### src/rtl/drdy_pkg.sv
package drdy_pkg;
  typedef enum logic {
    SH_IDLE  = 1'b0,
    SH_SHIFT = 1'b1
  } shift_state_e;
endpackage

### src/rtl/dr_edge_detect.sv
module dr_edge_detect #(
  parameter logic RST_LEVEL = 1'b1
) (
  input  logic clk,
  input  logic rst,
  input  logic level,
  output logic rise
);
  logic level_q;

  always_ff @(posedge clk) begin
    if (rst) level_q <= RST_LEVEL;
    else     level_q <= level;
  end

  assign rise = level & ~level_q;
endmodule

### src/rtl/dr_lead_timer.sv
module dr_lead_timer #(
  parameter int PERIOD_W = 16,
  parameter int LEAD_CYC = 800
) (
  input  logic                clk,
  input  logic                rst,
  input  logic                restart,
  input  logic                cont_mode,
  input  logic [PERIOD_W-1:0] period,
  output logic                warn
);
  localparam logic [PERIOD_W-1:0] LEAD_V = PERIOD_W'(LEAD_CYC);
  localparam logic [PERIOD_W-1:0] SAT_V  = '1;

  logic [PERIOD_W-1:0] elapsed_q;
  logic [PERIOD_W-1:0] drop_at;

  // the flag drops LEAD cycles ahead of the next expected result
  assign drop_at = period - LEAD_V - PERIOD_W'(1);
  assign warn    = cont_mode && (period > LEAD_V) && (elapsed_q == drop_at);

  always_ff @(posedge clk) begin
    if (rst)                    elapsed_q <= SAT_V;
    else if (restart)           elapsed_q <= '0;
    else if (elapsed_q != SAT_V) elapsed_q <= elapsed_q + PERIOD_W'(1);
  end
endmodule

### src/rtl/dr_shifter.sv
module dr_shifter
  import drdy_pkg::*;
#(
  parameter int DATA_W = 16
) (
  input  logic              clk,
  input  logic              rst,
  input  logic              in_valid,
  input  logic [DATA_W-1:0] in_data,
  input  logic              sclk_rise,
  input  logic              cs_n,
  input  logic              warn,
  output logic              accept,
  output logic              busy,
  output logic              pin_val
);
  localparam int CNT_W = $clog2(DATA_W + 1);
  localparam logic [CNT_W-1:0] LAST = CNT_W'(DATA_W);

  shift_state_e      state_q;
  logic [DATA_W-1:0] word_q;
  logic [CNT_W-1:0]  sent_q;
  logic              bit_q;
  logic              flag_q;

  assign busy    = (state_q == SH_SHIFT);
  assign accept  = in_valid && !busy;
  assign pin_val = busy ? bit_q : ~flag_q;

  always_ff @(posedge clk) begin
    if (rst) begin
      state_q <= SH_IDLE;
      word_q  <= '0;
      sent_q  <= '0;
      bit_q   <= 1'b1;
      flag_q  <= 1'b0;
    end else begin
      unique case (state_q)
        SH_IDLE: begin
          if (accept) begin
            word_q <= in_data;
            flag_q <= 1'b1;
          end else if (sclk_rise && !cs_n && flag_q) begin
            bit_q   <= word_q[DATA_W-1];
            word_q  <= {word_q[DATA_W-2:0], 1'b0};
            sent_q  <= CNT_W'(1);
            flag_q  <= 1'b0;
            state_q <= SH_SHIFT;
          end else if (warn) begin
            flag_q <= 1'b0;
          end
        end
        SH_SHIFT: begin
          if (cs_n) begin
            sent_q  <= '0;
            state_q <= SH_IDLE;
          end else if (sclk_rise) begin
            if (sent_q == LAST) begin
              sent_q  <= '0;
              state_q <= SH_IDLE;
            end else begin
              bit_q  <= word_q[DATA_W-1];
              word_q <= {word_q[DATA_W-2:0], 1'b0};
              sent_q <= sent_q + CNT_W'(1);
            end
          end
        end
        default: state_q <= SH_IDLE;
      endcase
    end
  end
endmodule

### src/rtl/drdy_dout_ctrl.sv
module drdy_dout_ctrl #(
  parameter int DATA_W   = 16,
  parameter int PERIOD_W = 16,
  parameter int CLK_NS   = 10,
  parameter int LEAD_NS  = 8000
) (
  input  logic                clk,
  input  logic                rst,
  input  logic                cont_mode,
  input  logic [PERIOD_W-1:0] conv_period,
  input  logic                cfg_pullup,
  input  logic                cs_n,
  input  logic                sclk,
  input  logic                res_valid,
  output logic                res_ready,
  input  logic [DATA_W-1:0]   res_data,
  output logic                dout,
  output logic                dout_oe,
  output logic                dout_pu,
  output logic                late_read
);
  localparam int LEAD_CYC = LEAD_NS / CLK_NS;

  logic sclk_rise;
  logic warn;
  logic accept;
  logic busy;
  logic oe_q, pu_q, late_q;

  dr_edge_detect #(.RST_LEVEL(1'b1)) u_edge (
    .clk(clk), .rst(rst), .level(sclk), .rise(sclk_rise)
  );

  dr_lead_timer #(.PERIOD_W(PERIOD_W), .LEAD_CYC(LEAD_CYC)) u_timer (
    .clk(clk), .rst(rst), .restart(accept), .cont_mode(cont_mode),
    .period(conv_period), .warn(warn)
  );

  dr_shifter #(.DATA_W(DATA_W)) u_shift (
    .clk(clk), .rst(rst), .in_valid(res_valid), .in_data(res_data),
    .sclk_rise(sclk_rise), .cs_n(cs_n), .warn(warn),
    .accept(accept), .busy(busy), .pin_val(dout)
  );

  always_ff @(posedge clk) begin
    if (rst) begin
      oe_q   <= 1'b0;
      pu_q   <= 1'b1;
      late_q <= 1'b0;
    end else begin
      oe_q   <= ~cs_n;
      pu_q   <= cs_n & cfg_pullup;
      late_q <= warn & busy;
    end
  end

  assign res_ready = ~busy;
  assign dout_oe   = oe_q;
  assign dout_pu   = pu_q;
  assign late_read = late_q;
endmodule

### config.mk
export PLATFORM = sky130hd
export DESIGN_NAME = drdy_dout_ctrl
export DESIGN_NICKNAME = d
export VERILOG_FILES = /design/src/rtl/drdy_pkg.sv /design/src/rtl/dr_edge_detect.sv /design/src/rtl/dr_lead_timer.sv /design/src/rtl/dr_shifter.sv /design/src/rtl/drdy_dout_ctrl.sv
export SDC_FILE = /design/constraint.sdc
export NUM_CORES = 1
export LEC_CHECK = 0
export ABC_AREA = 1
export BUFFER_PORTS_ARGS = -buffer_cell sky130_fd_sc_hd__clkbuf_2
export CAP_MARGIN = 20
export CORE_MARGIN = 2
export CORE_UTILIZATION = 35
export CTS_CLUSTER_DIAMETER = 150
export DETAILED_ROUTE_END_ITERATION = 10
export GPL_ROUTABILITY_DRIVEN = 0
export PLACE_DENSITY = 0.54
export SYNTH_ARGS = -nofsm -noshare
export SYNTH_HDL_FRONTEND = slang
export SYNTH_SLANG_ARGS = --single-unit
export TNS_END_PERCENT = 30
### constraint.sdc
create_clock -name clk -period 3.1 [get_ports clk]
set_input_delay 0.155 -clock clk [delete_from_list [all_inputs] [get_ports clk]]
set_output_delay 0.155 -clock clk [all_outputs]
set_load 0.005 [all_outputs]
==> out/qor.yml, run 1 <==
grt_pass1_wl_um: 11100
clock_latency_ns: 0.29
cts_inserted_buffers: 5
synth_edf_count: 0
ios: 44
post-route-util_pct: 41.3
yosys_most_used_dff: "dfxtp_1"
yosys.area_share.simple_pct: 36.3
p_sw_share_pct: 29.5
ys_warn_count: 0
rsz0062_at_grt: "no"
crit_fanout: 5
tightest_slew_ns: 0.454
crit_arrival_ns: 2.00
fin_crit_ns: 1.83
power_per_cell_area_nw_per_um2: 406
cp-end-kind: "register"
grt_pass1_vias: 2559
p_switching_w: 0.000380
grt.total_usage_pct: 15.6
drcViolationCount: 0
pwr-share-clk_pct: 29.6
cts_tree: "built"
portBuffers: 43
p_int_w: 0.000909
die_h_um: 92.8
yosys.area.top_type: "dfxtp_1"
outcome: "finished, final reports clean"
antenna_cells: 0
layout-drive-gt1-share_pct: 17.0
antenna_found_initial: 0
finalWirelength_um: 6470
dr.pass1.iters: 4
die_area_sq_um: 8620
ant_nets: 0
period_share_pct: 58.9
rows: 32
tns_ns: 0
min_path_type: "in -> reg"
synthXorXnorAreaFrac_pct: 4.12
cts-resized-gates: 0
timing.rr.end: "u_timer.elapsed_q[9]"
ir_worst_vdd_uv: 268
postCtsSetupBuffers: 0
via_per_inst: 4.81
slowest_delay_ns: 0.38
cts-root-buf: "clkbuf_8"
overflow: 0
die_w_um: 92.8
syn_avg_cell_area_sq_um: 6.29
synth_fa_ha_area_share_pct: 1.81
synth_area_sq_um: 2760
clock-sinks: 44
dp_hpwl_um: 5010
finalSetupViolations: 0
reg2regPathDepth: 14
initialDrtViolationCount: 95
synthCells: 439
initial_core_util_pct: 35.9
synth_cell_types: 37
post_drt_wl_per_cell_um: 11.1
hold_viol_final: 0
synthMuxAreaShare_pct: 0
ys_seq_area_share_pct: 31.9
clock.fmax_mhz: 548
max-clock-path-buffers: 2
vias: 2805
yosysMostFrequentCell: "nand2_1"
synthTopCellsByCount: "nand2_1 (129), dfxtp_1 (44), inv_1 (43), nor2_1 (39), nand3_1 (30)"
syn-num-nets: 482
hold_end: "u_edge.level_q"
total_power_w: 0.00129
htree_levels: 2
ctsHoldBuffers: 0
drv_slew: 0
core_area_sq_um: 7690
cp_common_cell: "nand2_1"
path_cells: "ha_1 -> nand2_1 -> nor2_1 -> nand2_1 -> nor3_4 -> nand2_4 -> nand2_2 -> nor2_2 -> nand2_2 -> inv_2 -> nand2_1 -> o21bai_1 -> nand4_1 -> nand2_1"
crit_required_ns: 3.28
critPathKind: "reg -> reg"
cap_violations: 0
r2r_start: "u_timer.elapsed_q[1]"
area_delta_synth_final_pct: 15.0
startpoint_type: "register"
skew_ns: 0.00310
synthArstFlopShare_pct: 0
r2r_slack_ns: 1.27
synth.ff_latch_count: 44
timing.hold.ws_ns: 0.0411
critical-path-top-delay-family: "simple AND/OR/NAND/NOR gates"
synth_area_leaders: "dfxtp_1 (32%), nand2_1 (18%), inv_1 (5.8%), nand3_1 (5.4%), nor2_1 (5.3%)"
cts.clk_slew.worst_paths_ns: 0.08
slowest_stage: "dfxtp_1"
synth_top_family_by_area: "simple AND/OR/NAND/NOR gates"
min_from: "sclk"
hold_path_depth: 3
cellLeakagePower_nw: 1.55
grt_start_max_net_pins: 37
max_slew_margin_pct: 69.7
pwr-share-seq_pct: 49.6
yosysTopAreaCellShare_pct: 31.9
critical_path_buf_inv_count: 1
power_frac_comb_pct: 20.8
fin_nets: 524
synth-compound-area-share_pct: 15.3
==> state kept, by name (all words and copies together), names as in the netlist <==
register           cells
u_shift.busy           1
u_shift.sent_q         5
u_shift.word_q        16
u_edge.level_q         1
u_shift.flag_q         1
u_shift.bit_q          1
dout_oe                1
u_timer.elapsed_q     16
dout_pu                1
late_read              1
==> through the flow <==
step,cells,worst slack (ns),cell area [sq um]
2_1_floorplan,439,1.48,2760
3_3_place_gp,576,1.17,3080
3_5_place_dp,576,1.14,3080
4_1_cts,583,1.28,3170
5_1_grt,583,1.07,3170
6_report,583,1.27,3170
==> area by class of cell <==
class / instances / area [sq um]
Multi-Input combinational cell: 319 / 1590
Clock buffer: 7 / 96.3
Inverter: 65 / 244
Tap cell: 102 / 128
Fill cell: 851 / 4510
Sequential cell: 44 / 881
Timing Repair Buffer: 46 / 238
==> placed cells by master (no fill, tap or decap), types with 6 or more instances in the layout <==
cell      instances
a21oi_1          13
a31oi_1          17
clkbuf_2         43
clkbuf_8          7
clkinv_1          6
dfxtp_1          44
inv_1            43
inv_2            16
nand2_1         129
nand3_1          30
nand4_1           8
nor2_1           39
o21ai_0           6
o21ai_1          27
xnor2_1           7
xor2_1            6
==> layer usage <==
layer	GRT usage [%]	routed length (um)
met5	0	0
met4	4.41	48
met3	2.52	258
met2	27.4	3090
met1	19.8	3070
==> cell families after synthesis <==
logic type	count (synthesis)
simple gates	228
buf+inv	76
compound gates	74
flops	44
xor+xnor	13
fa+ha+maj	4
==> power groups by stage <==
stage               sequential, W  clock, W  combinational (W)
floorplan                0.000640         0           0.000200
global placement         0.000652         0           0.000268
detailed placement       0.000652         0           0.000269
CTS                      0.000639  0.000402           0.000270
global route             0.000646  0.000430           0.000309
finish                   0.000639  0.000381           0.000268
==> worst reg2reg max path: stages, from the launching register on <==
cell and delay (ns):
dfxtp_1 0.38, ha_1 0.23, nand2_1 0.07, nor2_1 0.09, nand2_1 0.12, nor3_4 0.21, nand2_4 0.10, nand2_2 0.09
nor2_2 0.04, nand2_2 0.07, inv_2 0.05, nand2_1 0.07, o21bai_1 0.07, nand4_1 0.07, nand2_1 0.06
==> how the worst max path moves through the flow <==
stage,start,endpoint,slack [ns],cells past startpoint
6_report,u_timer.elapsed_q[1],u_timer.elapsed_q[9],1.27,14
5_1_grt,u_timer.elapsed_q[1],u_timer.elapsed_q[9],1.07,14
4_1_cts,u_timer.elapsed_q[1],u_timer.elapsed_q[9],1.28,14
3_5_place_dp,conv_period[0],u_shift.flag_q,1.14,16
3_3_place_gp,conv_period[0],u_shift.flag_q,1.17,16
2_1_floorplan,u_timer.elapsed_q[1],u_timer.elapsed_q[9],1.48,14
Power figures use the tool's default switching activity.
==> run 2: changes to the inputs <==
- ABC_AREA: 1 -> 0
- PLACE_DENSITY: 0.54 -> 0.56
- clock period: 3.1 -> 1.6 ns (I/O delays scaled with it)
==> out/qor.yml, run 2 <==
die_w_um: 92.2
final.setup.worst_slack_ns: -0.0156
yosysMostFrequentCell: "dfxtp_1"
final_cell_mix: "buf_4 (45), clkbuf_2 (43), dfxtp_1 (34)"
yosys_most_used_dff: "dfxtp_1"
ant_nets: 0
cap_violations: 0
placed_cells: 491
dp_hpwl_um: 4860
cellLeakagePower_nw: 1.58
drv_slew: 0
clock-sinks: 44
antenna_cells: 0
crit_required_ns: 1.78
cts-root-buf: "clkbuf_8"
via_per_inst: 5.13
skew_ns: 0.00299
hold_viol_final: 0
syn-num-nets: 357
grt_busiest_layer: "met2"
area_delta_synth_final_pct: 38.2
period_share_pct: 101
clock_latency_ns: 0.29
pwr-share-clk_pct: 29.5
p_sw_share_pct: 28.5
yosysTopAreaCellShare_pct: 32.4
p_switching_w: 0.000812
portBuffers: 43
yosys.area.top_type: "dfxtp_1"
synthTopCellsByCount: "dfxtp_1 (44), nor2_1 (34), xor2_1 (21), mux2i_1 (20), a211oi_1 (18)"
pwr-share-seq_pct: 43.7
post-route-util_pct: 49.4
finalWirelength_um: 6780
use_met3_pct: 2.55
crit_fanout: 3
grt_util_met2_pct: 25.6
die_area_sq_um: 8490
grt_start_max_net_pins: 34
r2r_slack_ns: -0.02
post_drt_wl_per_cell_um: 13.5
total_power_w: 0.00285
critPathKind: "reg -> reg"
synth_edf_count: 0
layout-drive-gt1-share_pct: 38.6
min_path_type: "in -> reg"
met1_usage_pct: 21.2
rows: 32
power_frac_comb_pct: 26.7
synthCells: 314
antenna_found_initial: 0
ys_warn_count: 0
cp-end-kind: "register"
postCtsSetupBuffers: 0
cts.clk_slew.worst_paths_ns: 0.08
outcome: "complete, but fails checks"
ir_worst_vdd_uv: 465
synth_cell_types: 56
violations: "negative setup slack"
grt.total_usage_pct: 15.7
dr.pass1.iters: 4
startpoint_type: "register"
slowest_stage: "dfxtp_2"
path_cells: "xor2_2 -> nand2_1 -> o32a_1 -> a21bo_1 -> nor4_2 -> o22ai_1"
tightest_slew_ns: 0.619
synth_area_sq_um: 2720
max-clock-path-buffers: 2
fin_nets: 444
synth_area_leaders: "dfxtp_1 (32%), mux2i_1 (7.4%), xor2_1 (6.8%), a211oi_1 (5.0%), nor2_1 (4.7%)"
grt_pass1_vias: 2454
drcViolationCount: 0
rsz0062_at_grt: "yes"
power_per_cell_area_nw_per_um2: 757
core_area_sq_um: 7610
ys_seq_area_share_pct: 32.4
synthArstFlopShare_pct: 0
p_int_w: 0.00203
crit_arrival_ns: 1.80
slowest_delay_ns: 0.37
die_h_um: 92.2
final_common_cell: "buf_4"
finalSetupViolations: 1
instances_no_fill: 504
ios: 44
syn_avg_cell_area_sq_um: 8.66
clock.fmax_mhz: 619
overflow: 0
reg_top3: "u_shift.word_q x16, u_timer.elapsed_q x16, u_shift.sent_q x5"
grt_pass1_wl_um: 11000
initialDrtViolationCount: 99
max_slew_margin_pct: 58.7
htree_levels: 2
vias: 2585
initial_core_util_pct: 35.8
cts_tree: "built"
cts_inserted_buffers: 5
synth.ff_latch_count: 44
fin_crit_ns: 1.62
-- run 2: changes by cell type after synthesis, moves of 14 or more --
cell | before | now
nand3_1 | 30 | 9
o21bai_1 | 2 | 17
inv_2 | 16 | 0
mux2i_1 | 0 | 20
o21ai_1 | 27 | 1
inv_1 | 43 | 10
xor2_1 | 6 | 21
a211oi_1 | 1 | 18
nand2_1 | 129 | 11
a31oi_1 | 17 | 3
-- run 2: final cells by class --
type                       instances  area, sq um
sequential                        44          896
clock inverter                     2         35.0
multi-input combinational        244         1900
inverter                          10         37.5
tap                              102          128
clock buffer                       6         72.6
fill                             772         3850
timing repair buffer              96          694
-- run 2: what timing repair did --
item	4_1_cts	5_1_grt
setup endpoints to repair	6	30
cloned	0	3
gates resized for setup	12	32
hold buffers	2	0
pin swaps	3	19
hold endpoints to repair	2	0
-- run 2: cells by family (layout without fill, tap and decap cells) --
group	after synthesis	count (layout)	share of synthesized area, %
mux	23	23	8.60
buf+inv	26	114	4.09
simple gates	106	106	21.8
fa+ha+maj	4	4	1.84
xor+xnor	34	34	10.9
compound gates	77	77	20.4
flops	44	44	32.4
-- run 2: metrics by stage --
stage	TNS (ns)	setup WS [ns]	hold WS, ns	area (sq um)
4_1_cts	-0.0783	-0.0783	0.0199	3580
6_report	-0.0156	-0.0156	0.0331	3760
3_5_place_dp	-0.388	-0.225	0.286	3400
3_3_place_gp	-0.358	-0.168	0.283	3400
2_1_floorplan	-0.0116	-0.00245	0.152	2730
5_1_grt	-0.340	-0.145	0.0697	3760
-- run 2: routing by layer --
| layer | part of all wire, % | vias up |
|---|---|---|
| met4 | 1.4 | 0 |
| met5 | 0 | - |
| li1 | - | 1325 |
| met1 | 48 | 1205 |
| met2 | 47 | 48 |
| met3 | 3.9 | 7 |
-- run 2: worst paths after layout --
kind                                            start                 end  depth (start not counted)
worst min-delay path                      res_data[0]   u_shift.word_q[0]                          3
worst min register to register     u_shift.word_q[12]  u_shift.word_q[12]                          2
worst max-delay path            u_timer.elapsed_q[15]      u_shift.flag_q                          6
worst max register to register  u_timer.elapsed_q[15]      u_shift.flag_q                          6
-- run 2: power groups by stage --
stage | Clock (W) | Combinational [W] | Sequential [W]
after global placement | 0 | 0.000665 | 0.00126
after global routing | 0.000910 | 0.000838 | 0.00125
after floorplan | 0 | 0.000400 | 0.00125
after CTS | 0.000880 | 0.000702 | 0.00124
final | 0.000841 | 0.000761 | 0.00124
after detailed placement | 0 | 0.000673 | 0.00126
-- run 2: critical path, delay by kind of cell (launching register included) --
| family | cells | cell delay (ns) |
|---|---|---|
| xor gates and xnor gates | 1 | 0.17 |
| and+or+nand+nor | 2 | 0.33 |
| AOI/OAI and AO/OA | 3 | 0.63 |
| DFF | 1 | 0.37 |
==> run 3: changes to the inputs <==
- CELL_PAD_IN_SITES_DETAIL_PLACEMENT: not set -> 1
- CELL_PAD_IN_SITES_GLOBAL_PLACEMENT: not set -> 1
- PLACE_DENSITY: 0.56 -> 0.7
==> out/qor.yml, run 3 (synthesis results as in run 2) <==
outcome: "complete, but fails checks"
violations: "negative setup slack"
core_area_sq_um: 7610
drcViolationCount: 0
clock-sinks: 44
clock_latency_ns: 0.29
ios: 44
finalSetupViolations: 1
crit_fanout: 3
crit_required_ns: 1.77
drv_slew: 0
die_h_um: 92.2
grt_start_max_net_pins: 34
cts-root-buf: "clkbuf_8"
tightest_slew_ns: 0.501
dp_hpwl_um: 5890
antenna_cells: 0
cts_tree: "built"
post-route-util_pct: 51.1
finalWirelength_um: 8220
fin_crit_ns: 1.70
fin_nets: 455
skew_ns: 0.00733
final.setup.worst_slack_ns: -0.0954
initialDrtViolationCount: 63
ir_worst_vdd_uv: 479
crit_arrival_ns: 1.86
critPathKind: "reg -> reg"
initial_core_util_pct: 35.8
area_delta_synth_final_pct: 42.8
layout-drive-gt1-share_pct: 41.0
vias: 2698
cts.clk_slew.worst_paths_ns: 0.08
reg_top3: "u_shift.word_q x16, u_timer.elapsed_q x16, u_shift.sent_q x5"
final_cell_area_sq_um: 3880
final_common_cell: "buf_4"
overflow: 0
die_area_sq_um: 8490
tns_ns: -0.0954
ant_nets: 0
via_per_inst: 5.25
clock.fmax_mhz: 590
power_per_cell_area_nw_per_um2: 707
grt_pass1_vias: 2786
die_w_um: 92.2
cp_common_cell: "o22ai_1"
antenna_found_initial: 0
startpoint_type: "register"
htree_levels: 2
rows: 32
post_drt_wl_per_cell_um: 16.0
fill_cells: 917
grt_pass1_wl_um: 12800
max_slew_margin_pct: 66.6
place_area_sq_um: 3430
cellLeakagePower_nw: 1.63
max-clock-path-buffers: 2
hold_viol_final: 0
min_path_type: "in -> reg"
cts_inserted_buffers: 5
cp-end-kind: "register"
slowest_stage: "dfxtp_2"
final_cell_mix: "buf_4 (53), clkbuf_2 (43), dfxtp_1 (33)"
dr.pass1.iters: 4
path_cells: "buf_4 -> xnor2_2 -> or2_1 -> a21oi_1 -> o22ai_1 -> nor4_2 -> o22ai_1"
period_share_pct: 106
cap_violations: 0
rsz0062_at_grt: "yes"
slowest_delay_ns: 0.34
grt.total_usage_pct: 18.4
portBuffers: 43
==> run 3: per-layer routing <==
metal / up-vias / wire length, um / global-route usage [%]
li1: 1335 / - / -
met1: 1304 / 3520 / 22.0
met2: 51 / 4320 / 33.7
met3: 8 / 251 / 2.79
met4: 0 / 131 / 5.72
met5: - / 0 / 0
==> run 3: final timing paths <==
| kind | cells after the start | startpoint | to | slack, ns |
|---|---|---|---|---|
| setup reg to reg | 7 | u_timer.elapsed_q[8] | u_shift.flag_q | -0.1 |
| hold / removal | 3 | res_data[0] | u_shift.word_q[0] | 0.06 |
| hold reg to reg | 2 | u_shift.word_q[5] | u_shift.word_q[5] | 0.50 |
| setup / recovery | 7 | u_timer.elapsed_q[8] | u_shift.flag_q | -0.1 |
==> run 3: per-stage QoR <==
| step | hold WS, ns | std cells | power [W] | setup slack, ns |
|---|---|---|---|---|
| detailed placement | 0.289 | 495 | 0.00197 | -0.314 |
| floorplan | 0.152 | 314 | 0.00165 | -0.00245 |
| global route | 0.0817 | 514 | 0.00291 | -0.186 |
| CTS | 0.0550 | 505 | 0.00268 | -0.130 |
| finish | 0.0646 | 514 | 0.00275 | -0.0954 |
| global placement | 0.282 | 495 | 0.00194 | -0.209 |
==> run 3: area by class of cell <==
class / count / area (sq um) / share of cell area (%)
flip-flops and latches: 44 / 902 / 23.2
repair buffers: 107 / 788 / 20.3
well taps: 102 / 128 / 3.29
clock inverters: 1 / 5.00 / 0.129
multi-input cells: 244 / 1950 / 50.2
inverters: 10 / 37.5 / 0.966
clock buffers: 6 / 72.6 / 1.87
==> run 3: critical path, delay by kind of cell (launching register included) <==
kind,cells,cell delay (ns)
buffers and inverters,1,0.14
AND/OR/NAND/NOR,2,0.51
flip-flops,1,0.34
AO/OA/AOI/OAI,3,0.43
XOR/XNOR,1,0.15
==> run 3: timing repair <==
| action | in CTS | in global routing |
|---|---|---|
| resized for setup | 19 | 38 |
| hold buffers | 2 | 0 |
| gates cloned | 0 | 3 |
| setup buffers | 1 | 6 |
| pin swaps | 6 | 18 |
| endpoints found under the hold margin | 2 | 0 |
| endpoints found under the setup margin | 20 | 31 |
==> run 3: report_power, final <==
group	total [W]	leakage [nW]	internal [W]	switching [W]
sequential	0.00124	0.366	0.00117	0.0000693
clock	0.000665	0.0410	0.000298	0.000367
combinational	0.000837	1.22	0.000430	0.000407
